### src/rtl/pstop_pkg.sv
// Shared state encoding for the hardware stop controller.
// Assumes a 2-bit code that is exported directly as state_code.
package pstop_pkg;
    typedef enum logic [1:0] {
        PS_RUN    = 2'b00,
        PS_HALT   = 2'b01,
        PS_SSTOP  = 2'b10,
        PS_HWSTOP = 2'b11
    } pstate_e;
endpackage

### src/rtl/pstop_sync.sv
// Multi-flop synchronizer with rising-edge detect for the stop input.
// Assumes the input is asynchronous; the chain resets to 1 (inactive stop).
module pstop_sync #(
    parameter int STAGES = 2
) (
    input  logic clk,
    input  logic rst_n,
    input  logic async_in,
    output logic level,
    output logic rise
);
    logic [STAGES-1:0] chain;
    logic              level_d;

    // Shift the raw input through the synchronizer chain.
    always_ff @(posedge clk) begin
        if (!rst_n) chain <= '1;
        else        chain <= {chain[STAGES-2:0], async_in};
    end

    // Keep the previous synchronized level for edge detection.
    always_ff @(posedge clk) begin
        if (!rst_n) level_d <= 1'b1;
        else        level_d <= chain[STAGES-1];
    end

    assign level = chain[STAGES-1];
    assign rise  = chain[STAGES-1] & ~level_d;
endmodule

### src/rtl/pstop_fsm.sv
// Power state machine: run, halt, software stop and hardware stop.
// Stores the state it left on hardware stop entry and uses it to pick the exit state.
// Assumes stop_lvl/stop_rise are already synchronized to clk.
module pstop_fsm
    import pstop_pkg::*;
#(
    parameter bit MASK_ON_LOCK = 1'b0
) (
    input  logic    clk,
    input  logic    rst_n,
    input  logic    stop_lvl,
    input  logic    stop_rise,
    input  logic    bus_lock,
    input  logic    halt_req,
    input  logic    sstop_req,
    input  logic    wake,
    output pstate_e state,
    output pstate_e nxt_state
);
    pstate_e prior;
    logic    enter_hw;

    // Stop is honoured unless the mask option is on and the bus is locked.
    assign enter_hw = !stop_lvl && !(MASK_ON_LOCK && bus_lock);

    // Next-state decision; hardware stop entry overrides every other request.
    always_comb begin
        nxt_state = state;
        case (state)
            PS_RUN: begin
                if (enter_hw)       nxt_state = PS_HWSTOP;
                else if (sstop_req) nxt_state = PS_SSTOP;
                else if (halt_req)  nxt_state = PS_HALT;
            end
            PS_HALT, PS_SSTOP: begin
                if (enter_hw)               nxt_state = PS_HWSTOP;
                else if (wake && stop_lvl)  nxt_state = PS_RUN;
            end
            PS_HWSTOP: begin
                if (stop_rise) nxt_state = (prior == PS_HALT) ? PS_HALT : PS_RUN;
            end
            default: nxt_state = PS_RUN;
        endcase
    end

    // Current state register.
    always_ff @(posedge clk) begin
        if (!rst_n) state <= PS_RUN;
        else        state <= nxt_state;
    end

    // Capture the state being left when hardware stop is entered.
    always_ff @(posedge clk) begin
        if (!rst_n)
            prior <= PS_RUN;
        else if (state != PS_HWSTOP && nxt_state == PS_HWSTOP)
            prior <= state;
    end
endmodule

### src/rtl/pstop_outs.sv
// Clock enable decode and registered clock-generator stop request.
// Assumes nxt_state is the value the state register takes at the next edge.
module pstop_outs
    import pstop_pkg::*;
(
    input  logic    clk,
    input  logic    rst_n,
    input  pstate_e state,
    input  pstate_e nxt_state,
    input  logic    bus_lock,
    output logic    cpu_clk_en,
    output logic    per_clk_en,
    output logic    clkgen_stop_req
);
    // Enables follow the current state: CPU only in run, peripherals in run or halt.
    always_comb begin
        cpu_clk_en = (state == PS_RUN);
        per_clk_en = (state == PS_RUN) || (state == PS_HALT);
    end

    // Request the generator stop only in hardware stop and with the bus free.
    always_ff @(posedge clk) begin
        if (!rst_n) clkgen_stop_req <= 1'b0;
        else        clkgen_stop_req <= (nxt_state == PS_HWSTOP) && !bus_lock;
    end
endmodule

### src/rtl/pwr_stop_ctrl.sv
// Top of the hardware stop controller: synchronizer, state machine, output stage.
// Assumes rst_n is synchronous to clk; stop_n may be fully asynchronous.
module pwr_stop_ctrl
    import pstop_pkg::*;
#(
    parameter bit MASK_ON_LOCK = 1'b0,
    parameter int SYNC_STAGES  = 2
) (
    input  logic       clk,
    input  logic       rst_n,
    input  logic       stop_n,
    input  logic       bus_lock,
    input  logic       halt_req,
    input  logic       sstop_req,
    input  logic       wake,
    output logic       cpu_clk_en,
    output logic       per_clk_en,
    output logic       clkgen_stop_req,
    output logic [1:0] state_code
);
    logic    stop_lvl;
    logic    stop_rise;
    pstate_e state;
    pstate_e nxt_state;

    pstop_sync #(.STAGES(SYNC_STAGES)) u_sync (
        .clk      (clk),
        .rst_n    (rst_n),
        .async_in (stop_n),
        .level    (stop_lvl),
        .rise     (stop_rise)
    );

    pstop_fsm #(.MASK_ON_LOCK(MASK_ON_LOCK)) u_fsm (
        .clk       (clk),
        .rst_n     (rst_n),
        .stop_lvl  (stop_lvl),
        .stop_rise (stop_rise),
        .bus_lock  (bus_lock),
        .halt_req  (halt_req),
        .sstop_req (sstop_req),
        .wake      (wake),
        .state     (state),
        .nxt_state (nxt_state)
    );

    pstop_outs u_outs (
        .clk             (clk),
        .rst_n           (rst_n),
        .state           (state),
        .nxt_state       (nxt_state),
        .bus_lock        (bus_lock),
        .cpu_clk_en      (cpu_clk_en),
        .per_clk_en      (per_clk_en),
        .clkgen_stop_req (clkgen_stop_req)
    );

    assign state_code = state;
endmodule

### config.mk
export PLATFORM = sky130hd
export DESIGN_NAME = pwr_stop_ctrl
export DESIGN_NICKNAME = d
export VERILOG_FILES = /design/src/rtl/pstop_pkg.sv /design/src/rtl/pstop_sync.sv /design/src/rtl/pstop_fsm.sv /design/src/rtl/pstop_outs.sv /design/src/rtl/pwr_stop_ctrl.sv
export SDC_FILE = /design/constraint.sdc
export NUM_CORES = 1
export LEC_CHECK = 0
export ABC_CLOCK_PERIOD_IN_PS = 2150
export CORE_AREA = 2 2 39 41
export CTS_CLUSTER_SIZE = 24
export DETAILED_ROUTE_END_ITERATION = 10
export DIE_AREA = 0 0 41 43
export GPL_TIMING_DRIVEN = 1
export SETUP_SLACK_MARGIN = 0.3
export SKIP_CTS_REPAIR_TIMING = 1
export SYNTH_ARGS = -nofsm -noshare
export SYNTH_HDL_FRONTEND = slang
export SYNTH_HIERARCHICAL = 1
export SYNTH_SLANG_ARGS = --single-unit
export TNS_END_PERCENT = 10
### constraint.sdc
create_clock -name clk -period 2.15 [get_ports clk]
set_clock_uncertainty 0.1 [all_clocks]
set_input_delay 0.43 -clock clk [delete_from_list [all_inputs] [get_ports clk]]
set_output_delay 0.43 -clock clk [all_outputs]
set_load 0.01 [all_outputs]
======== Word level (Yosys, flattened, before mapping) ========
Index checks and enable logic that the tools add are counted.
storage, ports and cells
  bits in registers ....................... 8
  latch bits .............................. 0
  bits in writable memories ............... 0
  ROM bits ................................ 0
  bits of input ports ..................... 7
  output and inout bits ................... 5
  word-level logic and storage cells ...... 28
  memories ................................ 0
operators by class
  $add $sub $neg .......................... 0
  multiply operators ...................... 0
  div/mod/pow operators ................... 0
  order comparisons ....................... 0
  eq/ne operators ......................... 6
  shift operators ......................... 0
  muxes and demuxes ....................... 8
  bitwise operators ....................... 2
  reduce and logical (&&, ||, !) cells .... 7
operator list
  kind                                            count
  two-way mux 2 bit                               6
  == test 2 bit (second input constant)           3
  one-hot mux 2 bit (3 select lines)              1
  == test 2 x 1 -> 1 bit (second input constant)  2
  logical AND 1 bit                               3
  logical NOT 2 bit                               1
  inequality test 2 bit (second input constant)   1
  OR reduction 2 bit                              1
  AND 1 bit                                       1
  logical NOT 1 bit                               1
  logical OR 1 bit                                1
  two-way mux 1 bit                               1
  NOT 1 bit                                       1

======== Longest topological paths before layout ========
Gate-level depths: netlist (run 1).
  depth after elaboration ................. 6
  gate-level depth with buffers ........... 6
  depth with buffers taken out ............ 6

======== Modules after synthesis ========
Netlist (run 1), hierarchy kept.
modules (own cells, without submodules)
  module      instances  cells an instance  area each (µm²)  sequential area each (µm²)
  pstop_fsm   1          32                 270.3            80.1
  pstop_sync  1          7                  92.6             60.1
  pstop_outs  1          4                  37.5             20.0

======== Least setup slack after synthesis (run 1) ========
No wires, ideal clock.
  path type ............................... register -> register
  from .................................... reg u_fsm.state[1]
  to ...................................... reg u_fsm.prior[0]
  setup time .............................. 72 ps
  data arrival time ....................... 1485 ps
  path slack .............................. 493 ps
  cell stages (with the launch flop) ...... 6
  buffers on the path ..................... 0
  period minus slack after synthesis ...... 1657 ps
  path through ............................ dfxtp_1 > ha_1 > nand4b_1 > a32o_2 > nor4_2 > mux2i_1
between the ends
  word-level cells in the longest chain between the ends .. 6
  elaborated cells on any way between the ends .. 15
  those cells by class .................... 5 x eq/ne; 7 x mux; 3 x reduce/logical
ends and longest elaborated chain
  item                                line             RTL
  start, declared                     pstop_fsm.sv:17  output pstate_e state,
  start signal, assigned              pstop_fsm.sv:49  else state <= nxt_state;
  two-way mux 2 bit                   pstop_fsm.sv:33  else if (halt_req) nxt_state = PS_HALT;
  two-way mux 2 bit                   pstop_fsm.sv:32  else if (sstop_req) nxt_state = PS_SSTOP;
  two-way mux 2 bit                   pstop_fsm.sv:31  if (enter_hw) nxt_state = PS_HWSTOP;
  one-hot mux 2 bit (3 select lines)  pstop_fsm.sv:29  case (state)
  == test 2 bit                       pstop_fsm.sv:56  else if (state != PS_HWSTOP && nxt_state == PS_HWSTOP)
  logical AND 1 bit *                 pstop_fsm.sv:56
  end signal, assigned                pstop_fsm.sv:57  prior <= state;
  end, declared                       pstop_fsm.sv:20  pstate_e prior;
Every way passes the cells marked *; elsewhere a longest branch is shown, timed or not.
A chain may end at the register's enable or synchronous reset.

======== Worst setup path in the final report (run 1) ========
  from .................................... reg u_fsm.state[0]
  to ...................................... out state_code[0]
RTL lines
  item           line                 RTL
  end, declared  pwr_stop_ctrl.sv:19  output logic [1:0] state_code
No word-level cell between the ends.

==> results, run 1 <==
- Setup repair after global routing could not meet its margin everywhere.
- The via count of the first global-routing pass is 300.
- The number of instances in the synthesized netlist is between 40 and 50.
- After synthesis the netlist holds a flip-flop and latch count of 8.
- The share of total power dissipated in the clock network is 0.190.
- The data arrival time of the critical path is between 1 and 1.5 ns.
- The global-route usage over all layers is 0.1049.
- The net switching power is 0.2101 mW.
- The leading cell type in the layout, fill and taps excluded is sky130_fd_sc_hd__clkdlybuf4s50_1.
- The wire length of the first global-routing pass is ~1100 microns.
- The minimum hold slack is slightly above 0.3 ns.
- The finished cells cover roughly 560 sq um.
- The area of the mapped netlist is ~400 sq um.
- The starting density of the core is 0.2893.
- The remaining antenna violation count after routing is 0.
- The worst pin sits at a relative slew slack of 0.7132.
- The dominant delay contributor by cell family on the critical path is buffers and inverters.
- The data required time of the worst path is roughly 1.6 ns.
- In the final design database the tool counted between 60 and 70 nets.
- The pre-CTS setup slack is ~0.21 ns.
- Of the cells placed in the final design, the portion with a size suffix greater than 1 is 0.1053.
- The total CTS buffers is 3.
- The share of total power dissipated in combinational logic is 0.460.
- In this run the vertical extent of the chip is about 43 microns.
- During placement, the flow inserted port buffers numbering 11.
- For this run, design rule violations remaining after detail routing come to 0.
- The number of antenna diodes is 0.
- Counting along the longest clock path gives a buffer depth of 2.
- The count of max-cap constraint violations is 0.
- The detailed router's first-iteration violation count is 1.
- The count of cell types in the netlist is 21.
- For this run, the number of Yosys warnings is 6.
- The cell-internal power is 0.3900 mW.
- Power spread over the standard cell area amounts to 1080 mW/mm^2.
- The sink count of the clock tree is 8.
- The final max-slew violation count is 0.
- Averaged over all synthesized cells, the footprint is ~9.3 sq um.
- The portion of total power attributed to sequential cells is 0.350.
- The top-level port count is 12.
- The post-synthesis cell type with the largest combined area is sky130_fd_sc_hd__dfxtp_1.
- The critical path goes through clkdlybuf4s50_1.
- The number of nets handed over by synthesis was 52.
- The top cell type's share of synthesized area is 0.4000.
- The floorplan step set the die width to between 40 and 50 microns.
- The number of vias after detailed routing is 337.
- The maximum level of the CTS H-tree is 1.
- The part of the Yosys area used for sequential elements is 0.4000.
- The insertion delay to the later sink of the worst-skew pair is 0.25 ns.
- The area overhead of the layout relative to synthesis is 38.75%.
- The kind of start point of the critical path is a flip-flop.
- The pre-antenna-repair detailed-routing pass consisted of 4 iterations.
- For this design, the slowest cell found on the critical path is sky130_fd_sc_hd__clkdlybuf4s50_1.
- The CTS tree is done.
- The floorplan die area is 0.001763 sq mm.
- The clock slew seen by the registers of the worst setup and hold paths is ~0.05 ns.
- Dividing the detail-routed wire length by the instance count gives around 9.5 microns.
- For the finished layout, the period the worst path requires is 1.840 ns.
- Of the total power, the share spent switching nets is 0.3502.
- Leaving out fill and tap cells, the most frequent cells in the layout are 10 x sky130_fd_sc_hd__clkdlybuf4s50_1, 8 x sky130_fd_sc_hd__dfxtp_1, 6 x sky130_fd_sc_hd__nand2_1.
- The initial antenna violation count is 0.
- In this run the standard cell core region covers between 0.001 and 0.0015 sq mm.
- The final RePlAce weighted congestion is 0.6704.
- The measured slew at the worst slew-check pin is 0.4301 ns.
- The largest stage delay on the critical path is 0.59 ns.
- STA classifies the critical path endpoint as an output pin.
- The worst hold path belongs to the class flip-flop to flip-flop.
- In this run the cell area measured after placement is between 500 and 600 sq um.
- Timing would allow up to about 540 MHz.
- The worst path meets setup with roughly 0.31 ns of slack.
- The final hold violation count is 0.
- Entering global routing, the biggest net connects 11 pins.
- Across the VDD grid, the largest voltage drop is roughly 0.0003 V.
- The number of filler instances in the final layout is 140.
- The via count normalized by instance count is roughly 4.6.
- The post-layout total power is 0.6001 mW.
- Clock tree synthesis selected as its root buffer the cell sky130_fd_sc_hd__clkbuf_4.
- Summed over all cells, the static leakage comes to between 0.2 and 0.25 nW.
- The worst setup path is of the flip-flop to output pin kind.
- In this run the worst path has a maximum fanout of 8.
- Counting both buffers and inverters, the worst setup path holds a total of 1.
- Ranked by total cell area, the synthesized netlist is headed by sky130_fd_sc_hd__dfxtp_1 40%, sky130_fd_sc_hd__ha_1 6.3%, sky130_fd_sc_hd__nand2_1 5.6%.
- After detailed routing, the total wire length is between 600 and 700 microns.
- Setup violations remaining at the end of the flow were counted as 0.
- The sum of negative setup slack is 0 ns.
- The initialized floorplan defines 14 standard-cell rows.
- The post-route fraction of the period consumed by the critical path is 0.8559.
- The residual overflow from global routing is 0.
- The run finished with clean final reports.
## flip-flops by register name (all words and copies together) (netlist names)
name                    flops
u_sync/chain                2
u_sync/level_d              1
u_fsm/prior                 2
u_outs/clkgen_stop_req      1
u_fsm/state                 2
## worst register-to-register path, cell delays in order (launching register included)
cell and delay [ns]:
sky130_fd_sc_hd__dfxtp_1 0.47, sky130_fd_sc_hd__ha_1 0.28, sky130_fd_sc_hd__nand4b_1 0.11, sky130_fd_sc_hd__a32o_2 0.25
sky130_fd_sc_hd__nor4_2 0.26, sky130_fd_sc_hd__mux2i_1 0.22
## routing by layer
layer  routed length (microns)  vias to the layer above  share of wire  GRT usage
li1                          -                      177              -          -
met1                       328                      154           0.47     0.1046
met2                       345                        6           0.50     0.1406
met3                        22                        0          0.032    0.03141
met4                         0                        0              0     0.1400
met5                         0                        -              0          0
## Yosys cell counts (all sizes together)
master / count
and4b: 1
a221oi: 1
o21bai: 1
nand3b: 1
and2: 2
ha: 2
mux2i: 2
nor3b: 1
nor2b: 2
inv: 4
a21oi: 3
nand2b: 3
nand2: 6
dfxtp: 8
nor2: 1
and3b: 1
a32o: 1
nand4b: 1
nor4: 1
o21ai: 1
## area by class of cell
cell class                 instances  area, sq um  share of cell area
clock buffer                       3        22.52             0.04054
multi-input combinational         31        225.2              0.4054
inverter                           4        15.01             0.02703
sequential                         8        160.2              0.2883
timing repair buffer              11        112.6              0.2027
tap                               16        20.02             0.03604
## final timing paths
path / startpoint / to / slack (ns) / cells past startpoint
hold reg to reg: u_sync/chain[0]$_SDFF_PN1_ / u_sync/chain[1]$_SDFF_PN1_ / 0.31 / 1
hold / removal: u_sync/chain[0]$_SDFF_PN1_ / u_sync/chain[1]$_SDFF_PN1_ / 0.31 / 1
setup reg to reg: u_fsm/state[0]$_SDFF_PN0_ / u_fsm/prior[0]$_SDFFE_PN0P_ / 0.39 / 5
setup / recovery: u_fsm/state[0]$_SDFF_PN0_ / state_code[0] / 0.31 / 1
## power by group through the flow
stage / Combinational [mW] / Clock [mW] / Sequential [mW]
after global placement: 0.281 / 0 / 0.216
after CTS: 0.284 / 0.120 / 0.211
after detailed placement: 0.283 / 0 / 0.214
after global routing: 0.306 / 0.125 / 0.216
final: 0.276 / 0.114 / 0.210
after floorplan: 0.169 / 0 / 0.214
## kinds of logic after synthesis
| group | synth area share |
|---|---|
| AOI/OAI and AO/OA | 0.1187 |
| adders and majority gates | 0.06249 |
| buffers and inverters | 0.03749 |
| DFF | 0.4000 |
| muxes | 0.05000 |
| and+or+nand+nor | 0.3313 |
## stage by stage
| step | cells | utilization |
|---|---|---|
| floorplan | 43 | - |
| global placement | 70 | 0.3834 |
| detailed placement | 70 | 0.3834 |
| CTS | 73 | 0.3996 |
| global route | 73 | 0.4014 |
| finish | 73 | 0.4014 |
No activity file was read; power rests on OpenSTA's default activity.
==> run 2: changes to the inputs <==
--- a/config.mk
+++ b/config.mk
@@ -13,6 +13,7 @@
 export GPL_TIMING_DRIVEN = 1
 export SETUP_SLACK_MARGIN = 0.3
 export SKIP_CTS_REPAIR_TIMING = 1
+export SKIP_LAST_GASP = 1
 export SYNTH_ARGS = -nofsm -noshare
 export SYNTH_HDL_FRONTEND = slang
 export SYNTH_HIERARCHICAL = 1
==> results of run 2 <==
No change in the layout: final DEF, timing and power equal those of run 1.
==> run 3: changes to the inputs <==
--- a/config.mk
+++ b/config.mk
@@ -6,11 +6,14 @@
 export NUM_CORES = 1
 export LEC_CHECK = 0
 export ABC_CLOCK_PERIOD_IN_PS = 2150
+export CAP_MARGIN = 20
 export CORE_AREA = 2 2 39 41
 export CTS_CLUSTER_SIZE = 24
 export DETAILED_ROUTE_END_ITERATION = 10
 export DIE_AREA = 0 0 41 43
+export DONT_BUFFER_PORTS = 1
 export GPL_TIMING_DRIVEN = 1
+export REMOVE_ABC_BUFFERS = 1
 export SETUP_SLACK_MARGIN = 0.3
 export SKIP_CTS_REPAIR_TIMING = 1
 export SKIP_LAST_GASP = 1
==> run 3 against run 2 <==
Sequential power shrank 3%; first-iteration DRC count rose to 3.0 times the previous value; die area unchanged; flip-flop and latch count did not move; highest routed layer unchanged; critical path type is now flip-flop to flip-flop; clock power shrank 4%; critical path depth increased by 4; worst setup slack gained 0.11 ns; global-route usage is 0.85 points lower; total power fell by 4.9%.
==> results, run 3 (synthesized netlist as in run 1, its figures left out) <==
- The run finished with clean final reports.
- The floorplan die area came to 0.001763 sq mm (unchanged).
- Once detailed placement completed, the half-perimeter wirelength came to 544.3 microns.
- The ratio of cells with drive above 1 in the final layout is 0.1875 (+0.08224).
- The number of standard cells in the final layout excluding fillers is 64 (-12%).
- The insertion delay to the later sink of the worst-skew pair came to 0.25 ns (about the same).
- The number of buffers between clock root and the deepest sink is 2 (unchanged).
- The data required time of the worst path came to 2.23 ns (+0.61 ns).
- The slowest stage of the critical path belongs to the cell sky130_fd_sc_hd__dfxtp_1.
- The pin count of the biggest net entering global routing came to 11 (unchanged).
- The sum of negative setup slack is 0 ns (unchanged).
- The placement row count is 14 (unchanged).
- The final-stage net count is 59 (-13%).
- The number of vias after detailed routing came to 306 (-9.2%).
- The sink count of the clock tree came to 8 (unchanged).
- The clock slew seen by the registers of the worst setup and hold paths was 0.05 ns (about the same).
- The worst hold path begins at rst_n.
- The final critical-path required period is 1.733 ns (-0.1077 ns).
- The total CTS buffers is 3 (unchanged).
- The final number of setup-violating endpoints is 0 (unchanged).
- The critical path start-end classification is flip-flop to flip-flop.
- The leakage power is 0.1991 nW (-15%).
- The placeable core area was 0.001384 sq mm (unchanged).
- The data arrival time of the critical path is 1.81 ns (+0.50 ns).
- The final max-slew violation count was 0 (unchanged).
- The final RePlAce weighted congestion is 0.7029 (+4.8%).
- The worst supply voltage drop on vdd came to 0.0002586 V (-12%).
- The chip width is 41 microns (unchanged).
- The area overhead of the layout relative to synthesis is 18.13%.
- The largest stage delay on the critical path is 0.45 ns (-0.14 ns).
- The residual overflow from global routing came to 0 (unchanged).
- The worst register-to-register path begins at u_fsm/state[1]$_SDFF_PN0_.
- The final design instance area without fill came to 473.0 sq um (-15%).
- The CTS tree is done.
- The starting density of the core is 0.2893 (unchanged).
- Traced cell by cell, the critical path runs through ha_1 -> nand4b_1 -> a32o_2 -> nor4_4 -> mux2i_1.
- The top cell types in the final layout, fill and taps aside, are 8 x sky130_fd_sc_hd__dfxtp_1, 6 x sky130_fd_sc_hd__nand2_1, 4 x sky130_fd_sc_hd__inv_1.
- The initial antenna violation count is 0 (unchanged).
- The die boundary height was 43 microns (unchanged).
- The remaining antenna violation count after routing is 0 (unchanged).
- The cell chosen for the clock root is sky130_fd_sc_hd__clkbuf_4.
- The relative max-transition margin was 0.7674 (+0.05415).
- The post-route fraction of the period consumed by the critical path is 0.8058 (-0.05011).
- The via count normalized by instance count is 4.781 (+3.6%).
- The residual DRC count is 0 (unchanged).
- The post-detailed-routing wire length is 652 microns (-6.3%).
- The number of antenna diodes is 0 (unchanged).
- The area of placed instances is 435.4 sq um (-18%).
- The measured slew at the worst slew-check pin was 0.3489 ns (-0.08123 ns).
- The largest registers in the layout are u_fsm/prior x2, u_fsm/state x2, u_sync/chain x2.
- The worst setup path is launched from a flip-flop.
- The startpoint of the worst setup timing path is u_fsm/state[1]$_SDFF_PN0_.
- The count of TritonRoute iterations in the first routing pass is 4 (unchanged).
- The final critical-path setup slack was 0.4175 ns (+0.1077 ns).
- The fmax was 577.2 MHz (+6.2%).
- The maximum fanout encountered on the critical timing path is 6 (-2).
- The top-level port count is 12 (unchanged).
- The pre-CTS setup slack was 0.3802 ns (+0.1708 ns).
- The number of placed instances with taps included came to 61 (-13%).
- The via count of the first global-routing pass is 329 (+9.7%).
- The global-route usage over all layers is 0.09648 (-0.008462).
- The maximum level of the CTS H-tree is 1 (unchanged).
- The average detailed-routed wire length per instance is 10.19 microns (+6.9%).
- The wire length of the first global-routing pass came to 1110 microns (-3.1%).
- The kind of end point of the critical path is a flip-flop.
- The power per unit of standard cell area is 1206 mW/mm^2 (+12%).
- The count of max-cap constraint violations is 0 (unchanged).
- The port buffer count came to 0 (-11).
- The detailed router's first-iteration violation count is 3 (+2).
- The library cell used most frequently in the layout, excluding fill and tap cells, is sky130_fd_sc_hd__dfxtp_1.
- The final hold violation count is 0 (unchanged).
- In this run the worst hold path is classified as input pin to flip-flop.
- Setup repair after global routing could not meet its margin everywhere.
[run 3: final timing paths]
path | endpoint | slack (ns) | cells after the start
max | u_fsm/prior[1]$_SDFFE_PN0P_ | 0.42 | 5
min | u_sync/level_d$_SDFF_PN1_ | 0.15 | 1
max reg2reg | u_fsm/prior[1]$_SDFFE_PN0P_ | 0.42 | 5
min reg2reg | u_sync/chain[1]$_SDFF_PN1_ | 0.30 | 1
[run 3: worst max-delay path, delay by kind of cell, from the launching register on]
family / cells / cell delay, ns
flops: 1 / 0.45
mux: 1 / 0.22
fa+ha+maj: 1 / 0.31
simple gates: 2 / 0.31
compound gates: 1 / 0.27
[run 3: per-layer routing]
| metal | up-vias | GRT usage | wire length [microns] |
|---|---|---|---|
| met2 | 6 | 0.1531 | 343 |
| met5 | - | 0 | 0 |
| met4 | 0 | 0.1000 | 0 |
| met1 | 139 | 0.08387 | 283 |
| li1 | 161 | - | - |
| met3 | 0 | 0.03141 | 26 |
[run 3: metrics by stage]
stage               power [mW]    util  hold slack (ns)
floorplan               0.3822       -           0.2863
global placement        0.4386  0.3146           0.2887
detailed placement      0.4395  0.3146           0.2932
CTS                     0.5518  0.3309           0.1454
global route            0.6233  0.3418           0.1453
finish                  0.5704  0.3418           0.1550
[run 3: power by group]
part	switching, mW	total [mW]	internal, mW
combinational	0.141	0.259	0.118
clock	0.0451	0.109	0.0635
sequential	0.0282	0.203	0.175
total	0.214	0.570	0.356
[run 3: cell type report]
cell class | count | area (sq um)
Multi-Input combinational cell | 31 | 240.2
Inverter | 4 | 15.01
Timing Repair Buffer | 2 | 15.01
Clock buffer | 3 | 22.52
Tap cell | 16 | 20.02
Sequential cell | 8 | 160.2
Fill cell | 150 | 910.9
